--- src/rtl/ocp_pkg.sv ---
package ocp_pkg;
  typedef enum logic [1:0] {
    MODE_NORMAL = 2'd0,
    MODE_SKIP   = 2'd1,
    MODE_WAIT   = 2'd2
  } ocpMode_e;

  // strobes from control to datapath
  typedef struct packed {
    logic clrCnt;
    logic incCnt;
    logic allowPwm;
  } ocpStrobe_s;
endpackage

--- src/rtl/ocp_ctrl.sv ---
module ocp_ctrl
  import ocp_pkg::*;
(
  input  logic       clk,
  input  logic       rstN,
  input  logic       tripHigh,
  input  logic       resumeOk,
  input  logic       cntDone,
  output ocpStrobe_s strobe,
  output ocpMode_e   mode,
  output logic       ssDischarge
);
  ocpMode_e state, nextState;

  always_comb begin
    nextState = state;
    strobe    = '0;
    unique case (state)
      MODE_NORMAL: if (tripHigh) begin
        nextState     = MODE_SKIP;
        strobe.clrCnt = 1'b1;
      end
      MODE_SKIP: begin
        if (cntDone) nextState = MODE_WAIT;
        else         strobe.incCnt = 1'b1;
      end
      MODE_WAIT: if (resumeOk) nextState = MODE_NORMAL;
      default: nextState = MODE_NORMAL;
    endcase
    strobe.allowPwm = (nextState == MODE_NORMAL);
  end

  always_ff @(posedge clk) begin
    if (!rstN) begin
      state       <= MODE_NORMAL;
      ssDischarge <= 1'b0;
    end else begin
      state       <= nextState;
      ssDischarge <= (nextState != MODE_NORMAL);
    end
  end

  assign mode = state;

  // a severe trip in normal mode always lands in skip
  assert_skip_entry_R4: assert property (@(posedge clk) disable iff (!rstN)
    (state == MODE_NORMAL && tripHigh) |=> (state == MODE_SKIP));

  // waiting holds until permission arrives
  assert_wait_hold_R8: assert property (@(posedge clk) disable iff (!rstN)
    (state == MODE_WAIT && !resumeOk) |=> (state == MODE_WAIT));

  // skip never returns straight to normal
  assert_skip_exit_R6: assert property (@(posedge clk) disable iff (!rstN)
    (state == MODE_SKIP) |=> (state != MODE_NORMAL));
endmodule

--- src/rtl/ocp_datapath.sv ---
module ocp_datapath
  import ocp_pkg::*;
#(
  parameter int CNT_W = 16
) (
  input  logic             clk,
  input  logic             rstN,
  input  ocpStrobe_s       strobe,
  input  logic [CNT_W-1:0] skipLimit,
  input  logic             periodStart,
  input  logic             pwmReq,
  input  logic             tripLow,
  input  logic             tripHigh,
  output logic             cntDone,
  output logic             pwmOut
);
  localparam logic [CNT_W-1:0] ONE = CNT_W'(1);

  logic [CNT_W-1:0] skipCnt;
  logic [CNT_W-1:0] lastIdx;
  logic             cutLatch, cutNext;

  // a zero limit behaves like one
  assign lastIdx = (skipLimit == '0) ? '0 : (skipLimit - ONE);
  assign cntDone = (skipCnt == lastIdx);

  // trip sets, period start clears, set wins
  assign cutNext = (cutLatch & ~periodStart) | tripLow;

  always_ff @(posedge clk) begin
    if (!rstN) begin
      skipCnt  <= '0;
      cutLatch <= 1'b0;
      pwmOut   <= 1'b0;
    end else begin
      if (strobe.clrCnt)      skipCnt <= '0;
      else if (strobe.incCnt) skipCnt <= skipCnt + ONE;
      cutLatch <= cutNext;
      pwmOut   <= strobe.allowPwm & pwmReq & ~cutNext & ~tripHigh;
    end
  end

  // a mild trip removes drive within one cycle
  assert_low_trip_cut_R3: assert property (@(posedge clk) disable iff (!rstN)
    tripLow |=> !pwmOut);

  // the skip counter starts from zero on entry
  assert_count_clear_R6: assert property (@(posedge clk) disable iff (!rstN)
    strobe.clrCnt |=> (skipCnt == '0));

  // a severe trip removes drive within one cycle
  assert_high_trip_cut_R4: assert property (@(posedge clk) disable iff (!rstN)
    tripHigh |=> !pwmOut);
endmodule

--- src/rtl/ocp_skip_timer.sv ---
module ocp_skip_timer
  import ocp_pkg::*;
#(
  parameter int CNT_W = 16
) (
  input  logic             clk,
  input  logic             rstN,
  input  logic             periodStart,
  input  logic             pwmReq,
  input  logic             tripLow,
  input  logic             tripHigh,
  input  logic             resumeOk,
  input  logic [CNT_W-1:0] skipLimit,
  output logic             pwmOut,
  output logic             ssDischarge,
  output logic [1:0]       mode
);
  ocpStrobe_s strobe;
  ocpMode_e   modeState;
  logic       cntDone;

  ocp_ctrl u_ctrl (
    .clk        (clk),
    .rstN       (rstN),
    .tripHigh   (tripHigh),
    .resumeOk   (resumeOk),
    .cntDone    (cntDone),
    .strobe     (strobe),
    .mode       (modeState),
    .ssDischarge(ssDischarge)
  );

  ocp_datapath #(.CNT_W(CNT_W)) u_dp (
    .clk        (clk),
    .rstN       (rstN),
    .strobe     (strobe),
    .skipLimit  (skipLimit),
    .periodStart(periodStart),
    .pwmReq     (pwmReq),
    .tripLow    (tripLow),
    .tripHigh   (tripHigh),
    .cntDone    (cntDone),
    .pwmOut     (pwmOut)
  );

  assign mode = modeState;
endmodule

--- config.mk ---
export PLATFORM = sky130hd
export DESIGN_NAME = ocp_skip_timer
export DESIGN_NICKNAME = d
export VERILOG_FILES = /design/src/rtl/ocp_pkg.sv /design/src/rtl/ocp_ctrl.sv /design/src/rtl/ocp_datapath.sv /design/src/rtl/ocp_skip_timer.sv
export SDC_FILE = /design/constraint.sdc
export NUM_CORES = 1
export LEC_CHECK = 0
export BUFFER_PORTS_ARGS = -buffer_cell sky130_fd_sc_hd__buf_2
export CORE_UTILIZATION = 50
export CTS_CLUSTER_DIAMETER = 150
export DETAILED_ROUTE_END_ITERATION = 16
export PLACE_DENSITY_LB_ADDON = 0.2
export REMOVE_ABC_BUFFERS = 1
export SYNTH_ARGS = -nofsm -noshare
export SYNTH_HDL_FRONTEND = slang
export SYNTH_SLANG_ARGS = --single-unit
--- constraint.sdc ---
create_clock -name clk -period 5.4 [get_ports clk]
set_input_delay 0.27 -clock clk [delete_from_list [all_inputs] [get_ports clk]]
set_output_delay 0.27 -clock clk [all_outputs]
set_load 0.005 [all_outputs]
==> results of run 1 <==
## synth_stat cells, drive strengths merged (2+ instances only)
master / instances
o211a: 3
o31ai: 5
nand2: 18
nor4b: 2
xor2: 4
a21oi: 20
dfxtp: 21
o2111ai: 2
o21ai: 14
ha: 2
nor4bb: 2
and2: 4
o211ai: 4
nor3: 12
or4: 10
nand4b: 2
nor2: 10
nor2b: 5
mux2i: 4
or3: 6
clkbuf: 6
buf: 7
nand2b: 5
xnor2: 7
nor4: 7
and4: 3
and3: 6
nand3: 15
o21a: 3
nand4: 6
nor3b: 4
inv: 5
## layout make-up
type | instances | area, um2 | share of cell area, %
flip-flops and latches | 21 | 420 | 20.0
clock buffers | 3 | 41.3 | 1.97
inverters | 5 | 18.8 | 0.894
clock inverters | 1 | 5.00 | 0.239
repair buffers | 27 | 138 | 6.56
well taps | 48 | 60.1 | 2.86
multi-input cells | 204 | 1420 | 67.4
## state kept, by name, indices dropped and copies added (netlist names)
name and count:
u_dp.skipCnt 16, u_ctrl.mode 2, u_ctrl.ssDischarge 1, u_dp.cutLatch 1, u_dp.pwmOut 1
## report_power, final
group	switching (mW)	total [mW]	leakage [nW]	internal (mW)
combinational	0.0367	0.0636	0.544	0.0269
sequential	0.00215	0.159	0.170	0.157
clock	0.0523	0.104	0.0255	0.0514
total	0.0912	0.327	0.740	0.235
## kinds of logic after synthesis
logic type      synth area share, %
fa+ha+maj                      1.29
mux                            2.65
compound gates                 22.5
buf+inv                        5.17
xor+xnor                       6.59
flops                          21.7
simple gates                   40.1
## cell usage in the layout (no fill, tap or decap), types with 2 or more instances in the layout
cell type,count
a21oi_1,20
and2_1,3
and3_1,6
and4_1,3
buf_2,26
clkbuf_8,3
dfxtp_1,21
ha_1,2
inv_1,5
mux2i_1,4
nand2_1,18
nand2b_1,5
nand3_1,15
nand4_1,6
nand4b_1,2
nor2_1,10
nor2b_1,5
nor3_1,10
nor3_2,2
nor3b_1,3
nor4_1,4
nor4_4,2
nor4b_1,2
o2111ai_1,2
o211a_1,3
o211ai_1,4
o21a_1,3
o21ai_0,7
o21ai_1,7
o31ai_1,5
or3_1,6
or4_1,10
xnor2_1,6
xor2_1,4
## routing by layer
metal	vias to the layer above	wire (um)	part of all wire, %	global-route usage, %
met5	-	0	0	0
met4	0	42	0.92	8.06
li1	980	-	-	-
met2	42	2180	48	40.2
met3	6	144	3.1	1.96
met1	856	2210	48	30.5
## stage by stage
stage / power, mW / std cells
detailed placement: 0.226 / 305
CTS: 0.329 / 309
global route: 0.344 / 309
finish: 0.327 / 309
global placement: 0.226 / 305
floorplan: 0.200 / 230
## worst paths after layout
path	startpoint	end	slack, ns	depth (start not counted)
setup / recovery	skipLimit[0]	u_dp.skipCnt[14]$_SDFFE_PP0P_	2.41	12
hold reg to reg	u_dp.cutLatch$_SDFF_PN0_	u_dp.cutLatch$_SDFF_PN0_	0.51	2
setup reg to reg	u_dp.skipCnt[7]$_SDFFE_PP0P_	u_dp.skipCnt[15]$_SDFFE_PP0P_	2.77	9
hold / removal	tripHigh	u_dp.pwmOut$_SDFF_PN0_	0.20	2
## worst max-delay path: stages
cell	delay, ns
buf_2	0.14
inv_1	0.06
ha_1	0.25
nor3b_4	0.35
and4_1	0.39
nor4_1	0.11
nor4bb_1	0.45
o2111ai_1	0.29
nor4_4	0.25
buf_4	0.30
nor3_1	0.12
mux2i_1	0.13
==> results.json, run 1 <==
{
  "io_pins": 27,
  "grt_pass1_vias": 1707,
  "synth_flop_cell": "dfxtp_1",
  "drv_cap": 0,
  "grt_start_max_net_pins": 31,
  "period_needed_ns": 2.99,
  "dpl-instance-area_um2": 2050,
  "crit_type": "input pin to flop",
  "worstSkewPairLatency_ns": 0.26,
  "cts_inserted_buffers": 3,
  "cp-end-kind": "flop",
  "critical_path.startpoint_type": "input pin",
  "critPathRequiredTime_ns": 5.55,
  "synth_area_leaders": "dfxtp_1, a21oi_1, nand3_1",
  "initial_core_util_pct": 52.5,
  "clock_skew_ns": 0.00292,
  "rsz0062_at_grt": "false",
  "crit_fanout": 30,
  "grt_pass1_wl_um": 7730,
  "cts.repair.resized": 0,
  "overflow": 0,
  "setup_slack_ns": 2.41,
  "ys_seq_elements": 21,
  "drt_first_pass_iters": 4,
  "antenna_left": 0,
  "synth-seq-area-share_pct": 21.7,
  "syn_area_um2": 1940,
  "yosysWarningCount": 0,
  "cts.clk_slew.worst_paths_ns": 0.08,
  "core_um2": 3690,
  "num_antenna_cells": 0,
  "remaining_drc_errors": 0,
  "finalHoldViolCount": 0,
  "hold_class": "input pin to flop",
  "fmax_ghz": 0.334,
  "relSlewSlack_pct": 58.5,
  "cts_tree": "done",
  "status": "finished clean",
  "cts_root_buffer": "clkbuf_8",
  "cts_hold_buf": 0,
  "ys_types": 63,
  "clock_path_buffers": 2,
  "wl_per_cell_um": 14.8,
  "p_per_area_nw_per_um2": 156,
  "netlist.area_leader.share_pct": 21.7,
  "clock_sinks": 21,
  "p_leak_nw": 0.740,
  "drt_iter0_drc": 101,
  "slew_viol_final": 0,
  "critPathArrivalTime_ns": 3.14,
  "irDropWorstVdd_mv": 0.156,
  "num_rows": 22,
  "drt-total-wl_um": 4580,
  "fin_hold_ws_ns": 0.198,
  "cts-htree-levels": 1,
  "tns_ns": 0,
  "track_usage_pct": 23.4,
  "synthArstFlopShare_pct": 0,
  "fill_cells": 361,
  "drive_gt1_share_pct": 17.6,
  "report.final.setup_viol": 0,
  "tightest_slew_ns": 0.622,
  "pre_cts_slack_ns": 2.18,
  "die-area_um2": 4120,
  "final_util_pct": 56.9,
  "num_vias": 1884,
  "synth_edf_count": 0,
  "fin_crit_sh_pct": 55.5,
  "numPortBuffers": 26,
  "antenna_found_initial": 0,
  "area_growth_pct": 8.40,
  "avgSynthCellArea_um2": 7.97,
  "nets": 287,
  "via_per_inst": 6.10,
  "die_x_um": 64.2,
  "fp.dieH_um": 64.2,
  "synth_area_leader_cell": "dfxtp_1",
  "syn_inst": 243,
  "cts_post_setup_buffers_inserted": 0,
  "design_area_um2": 2100,
  "dp_hpwl_um": 3460,
  "globalplace.congestion": 0.874
}
Note: power is estimated with default switching activity, not from simulation.
==> run 2: changes to the inputs <==
clock period = 2.5 ns   (was 5.4 ns; I/O delays follow)
==> run 2 against run 1 <==
Compared with the run above: the flow now finishes with violations (setup timing); final cell count is 15% higher; register-to-register slack worse by 2.7 ns; critical path depth stayed put; routed wire length is 23% higher; combinational power grew to 3.0 times the previous value; total power is 130% higher; sequential share of layout area is 4.2 points lower.
==> results.json, run 2 (synthesis results as in run 1) <==
{
  "violations": "setup timing",
  "clock_path_buffers": 2,
  "final_common_cell": "buf_4",
  "critPathRequiredTime_ns": 2.69,
  "p_per_area_nw_per_um2": 285,
  "post-place-cells": 342,
  "rrSetupSlack_ns": 0.11,
  "fin_crit_sh_pct": 101,
  "initial_core_util_pct": 52.5,
  "top_register": "u_dp.skipCnt",
  "clock_sinks": 21,
  "cp-end-kind": "flop",
  "grt_start_max_net_pins": 31,
  "num_vias": 2190,
  "critPathArrivalTime_ns": 2.70,
  "drt-total-wl_um": 5630,
  "drt_iter0_drc": 143,
  "relSlewSlack_pct": 62.4,
  "cts-htree-levels": 1,
  "hold_class": "input pin to flop",
  "period_needed_ns": 2.52,
  "via_per_inst": 6.15,
  "report.final.setup_viol": 1,
  "nets": 334,
  "final_cell_mix": "buf_4, buf_2, dfxtp_1",
  "cts_root_buffer": "clkbuf_8",
  "clock_skew_ns": 0.00337,
  "track_usage_pct": 25.0,
  "grt_pass1_wl_um": 8160,
  "num_antenna_cells": 0,
  "area_growth_pct": 37.2,
  "grt_pass1_vias": 1813,
  "p_leak_nw": 1.03,
  "status": "finished with violations",
  "slew_viol_final": 0,
  "cts.clk_slew.worst_paths_ns": 0.08,
  "pre_cts_slack_ns": -0.263,
  "irDropWorstVdd_mv": 0.428,
  "instances_no_fill": 356,
  "fp.dieH_um": 64.2,
  "tightest_slew_ns": 0.562,
  "die_x_um": 64.2,
  "setup_slack_ns": -0.0156,
  "fmax_ghz": 0.398,
  "overflow": 0,
  "drive_gt1_share_pct": 38.0,
  "critical_path.startpoint_type": "input pin",
  "globalplace.congestion": 0.856,
  "crit_type": "input pin to flop",
  "num_rows": 22,
  "fin_hold_ws_ns": 0.0433,
  "finalHoldViolCount": 0,
  "numPortBuffers": 26,
  "wl_per_cell_um": 15.8,
  "antenna_found_initial": 0,
  "final_util_pct": 72.0,
  "cts_tree": "done",
  "antenna_left": 0,
  "crit_fanout": 8,
  "largest_register_ffs": 16,
  "fill_cells": 296,
  "dp_hpwl_um": 3860,
  "core_um2": 3690,
  "drt_first_pass_iters": 4,
  "worstSkewPairLatency_ns": 0.26,
  "io_pins": 27,
  "remaining_drc_errors": 0,
  "die-area_um2": 4120,
  "drv_cap": 0,
  "cts_inserted_buffers": 3,
  "tns_ns": -0.0156
}
[run 2: worst max-delay path: stages]
cell and delay, ns:
buf_2 0.14, nor4_4 0.33, buf_4 0.18, nand4_1 0.15, xnor2_2 0.26, mux2i_2 0.31, o211ai_1 0.21, nor4_4 0.38
buf_4 0.22, clkbuf_16 0.16, o21ai_1 0.08, a21oi_1 0.16
[run 2: path summary, 6_finish.rpt]
path / from / endpoint / depth (start not counted)
max: skipLimit[2] / u_dp.skipCnt[1]$_SDFFE_PP0P_ / 12
min: tripHigh / u_dp.pwmOut$_SDFF_PN0_ / 2
min reg2reg: u_dp.cutLatch$_SDFF_PN0_ / u_dp.cutLatch$_SDFF_PN0_ / 2
max reg2reg: u_dp.skipCnt[7]$_SDFFE_PP0P_ / u_dp.skipCnt[7]$_SDFFE_PP0P_ / 10
[run 2: power by group]
part | total (mW) | switching, mW | internal [mW] | leakage [nW]
logic | 0.188 | 0.0971 | 0.0911 | 0.833
registers | 0.344 | 0.00480 | 0.339 | 0.170
clock network | 0.225 | 0.114 | 0.111 | 0.0255
total | 0.757 | 0.216 | 0.542 | 1.03
[run 2: layer usage]
layer	global-route usage, %	vias up	part of all wire [%]
met3	1.79	7	5.7
met2	42.7	86	48
li1	-	1080	-
met1	33.8	1017	45
met4	6.94	0	1.1
met5	0	-	0
[run 2: area by class of cell]
type / instances / area, um2 / share of cell area, %
Sequential cell: 21 / 420 / 15.8
Clock buffer: 3 / 41.3 / 1.55
Tap cell: 48 / 60.1 / 2.26
Inverter: 5 / 18.8 / 0.707
Multi-Input combinational cell: 204 / 1550 / 58.4
Clock inverter: 1 / 5.00 / 0.188
Timing Repair Buffer: 74 / 559 / 21.1
[run 2: repair_timing]
action / 4_1_cts / 5_1_grt
pin swaps: 0 / 16
setup buffers: 0 / 7
setup endpoints to repair: 1 / 16
gates cloned: 0 / 3
resized for setup: 1 / 33
hold buffers: 0 / 0
[run 2: per-stage QoR]
| stage | total power, mW | area [um2] |
|---|---|---|
| CTS | 0.737 | 2400 |
| global placement | 0.513 | 2340 |
| finish | 0.757 | 2660 |
| floorplan | 0.432 | 1850 |
| detailed placement | 0.515 | 2340 |
| global route | 0.787 | 2660 |
==> run 3: changes to the inputs <==
CORE_UTILIZATION = 52   (was 50)
==> run 3 against run 2 <==
Compared with the run above: the flow still finishes with violations (setup timing); largest cell class unchanged; utilization is 2.5 points higher; hold slack better by 0.012 ns; sequential share of layout area is 0.60 points higher; sequential cell count stayed put; total power is 1.5% lower; critical endpoint is now u_dp.skipCnt[10]$_SDFFE_PP0P_; clock-buffer cell count stayed put; routed wire length is 2.0% lower.
==> results.json, run 3 (synthesis results as in run 1) <==
{
  "cts_root_buffer": "clkbuf_8",
  "p_leak_nw": 0.996,
  "critPathRequiredTime_ns": 2.69,
  "nets": 333,
  "grt_pass1_wl_um": 8840,
  "remaining_drc_errors": 0,
  "antenna_found_initial": 0,
  "combPwrFrac_pct": 24.1,
  "rsz0062_at_grt": "true",
  "cts_inserted_buffers": 3,
  "final_cell_mix": "buf_4, buf_2, a21oi_1, dfxtp_1, nand2_1",
  "track_usage_pct": 27.5,
  "critical_path.startpoint_type": "input pin",
  "final_util_pct": 74.6,
  "numPortBuffers": 26,
  "drt_first_pass_iters": 4,
  "top_register": "u_dp.skipCnt",
  "power.share.switching_pct": 27.9,
  "hold_class": "input pin to flop",
  "critPathArrivalTime_ns": 2.70,
  "io_pins": 27,
  "setup_slack_ns": -0.00963,
  "violations": "setup timing",
  "clock_sinks": 21,
  "cts-htree-levels": 1,
  "antenna_left": 0,
  "num_antenna_cells": 0,
  "grt_start_max_net_pins": 31,
  "wl_per_cell_um": 15.6,
  "fin_crit_sh_pct": 100,
  "relSlewSlack_pct": 67.1,
  "largest_register_ffs": 16,
  "globalplace.congestion": 0.861,
  "fill_cells": 264,
  "crit_fanout": 8,
  "dp_hpwl_um": 3930,
  "fmax_ghz": 0.398,
  "report.final.setup_viol": 1,
  "slew_viol_final": 0,
  "core_um2": 3440,
  "drt-total-wl_um": 5520,
  "status": "finished with violations",
  "drt_iter0_drc": 83,
  "drv_cap": 0,
  "irDropWorstVdd_mv": 0.356,
  "die-area_um2": 3970,
  "worstSkewPairLatency_ns": 0.26,
  "num_vias": 2146,
  "power_switching_mw": 0.208,
  "instances_no_fill": 353,
  "tns_ns": -0.00963,
  "grt_pass1_vias": 1917,
  "cts_hold_buf": 0,
  "clock_skew_ns": 0.00504,
  "cp-end-kind": "flop",
  "fp.dieH_um": 63.0,
  "cts.clk_slew.worst_paths_ns": 0.08,
  "tightest_slew_ns": 0.493,
  "num_rows": 21,
  "clock_path_buffers": 2,
  "initial_core_util_pct": 56.2,
  "period_needed_ns": 2.51,
  "cts_tree": "done",
  "die_x_um": 63.0,
  "final_common_cell": "buf_4",
  "area_growth_pct": 32.6,
  "finalHoldViolCount": 0,
  "pwr-share-seq_pct": 46.1,
  "internal_power_mw": 0.538,
  "overflow": 0,
  "p_per_area_nw_per_um2": 291,
  "power_frac_clock_pct": 29.9,
  "crit_type": "input pin to flop",
  "via_per_inst": 6.08,
  "drive_gt1_share_pct": 32.9,
  "post-place-cells": 343
}
[run 3: final timing paths]
kind | end | slack [ns] | cells after the start | from
max reg2reg | u_dp.skipCnt[10]$_SDFFE_PP0P_ | 0 | 11 | u_dp.skipCnt[7]$_SDFFE_PP0P_
min | u_dp.pwmOut$_SDFF_PN0_ | 0.05 | 2 | tripHigh
min reg2reg | u_dp.cutLatch$_SDFF_PN0_ | 0.50 | 2 | u_dp.cutLatch$_SDFF_PN0_
max | u_dp.skipCnt[10]$_SDFFE_PP0P_ | -0.01 | 14 | skipLimit[0]
[run 3: cell type report]
| cell class | count | area, um2 | share of cell area, % |
|---|---|---|---|
| flip-flops and latches | 21 | 422 | 16.4 |
| repair buffers | 73 | 551 | 21.5 |
| multi-input cells | 204 | 1470 | 57.1 |
| clock inverters | 1 | 5.00 | 0.195 |
| inverters | 5 | 23.8 | 0.926 |
| clock buffers | 3 | 41.3 | 1.61 |
| well taps | 46 | 57.6 | 2.24 |
[run 3: what timing repair did]
action	4_1_cts	5_1_grt
resized for setup	0	19
setup endpoints to repair	0	16
buffers inserted	0	4
[run 3: through the flow]
stage	cell area [um2]	hold WS [ns]	worst slack, ns	power (mW)
6_report	2570	0.0548	-0.00963	0.746
5_1_grt	2570	0.0470	-0.0885	0.782
4_1_cts	2410	0.0574	0.0604	0.733
3_5_place_dp	2360	0.337	-0.171	0.517
3_3_place_gp	2360	0.333	-0.149	0.514
2_1_floorplan	1850	0.202	-0.350	0.432
[run 3: routing by layer]
metal	track usage, %	part of all wire [%]	up-vias
li1	-	-	1065
met1	37.8	45	1003
met2	45.4	48	63
met3	2.01	4.3	15
met4	8.43	2.4	0
met5	0	0	-
[run 3: power by group through the flow]
stage | Sequential (mW) | Combinational [mW] | Clock (mW)
CTS | 0.344 | 0.166 | 0.224
floorplan | 0.351 | 0.0807 | 0
global placement | 0.351 | 0.163 | 0
global route | 0.345 | 0.196 | 0.241
detailed placement | 0.352 | 0.165 | 0
finish | 0.344 | 0.179 | 0.223
[run 3: worst max-delay path: stages]
cell      delay, ns
buf_8          0.10
inv_4          0.05
ha_4           0.12
nor3b_4        0.21
buf_6          0.15
nand4b_1       0.14
xnor2_2        0.28
nor4bb_4       0.10
o311ai_4       0.37
nor4_4         0.09
buf_4          0.17
buf_12         0.13
or4_1          0.50
a21oi_1        0.16
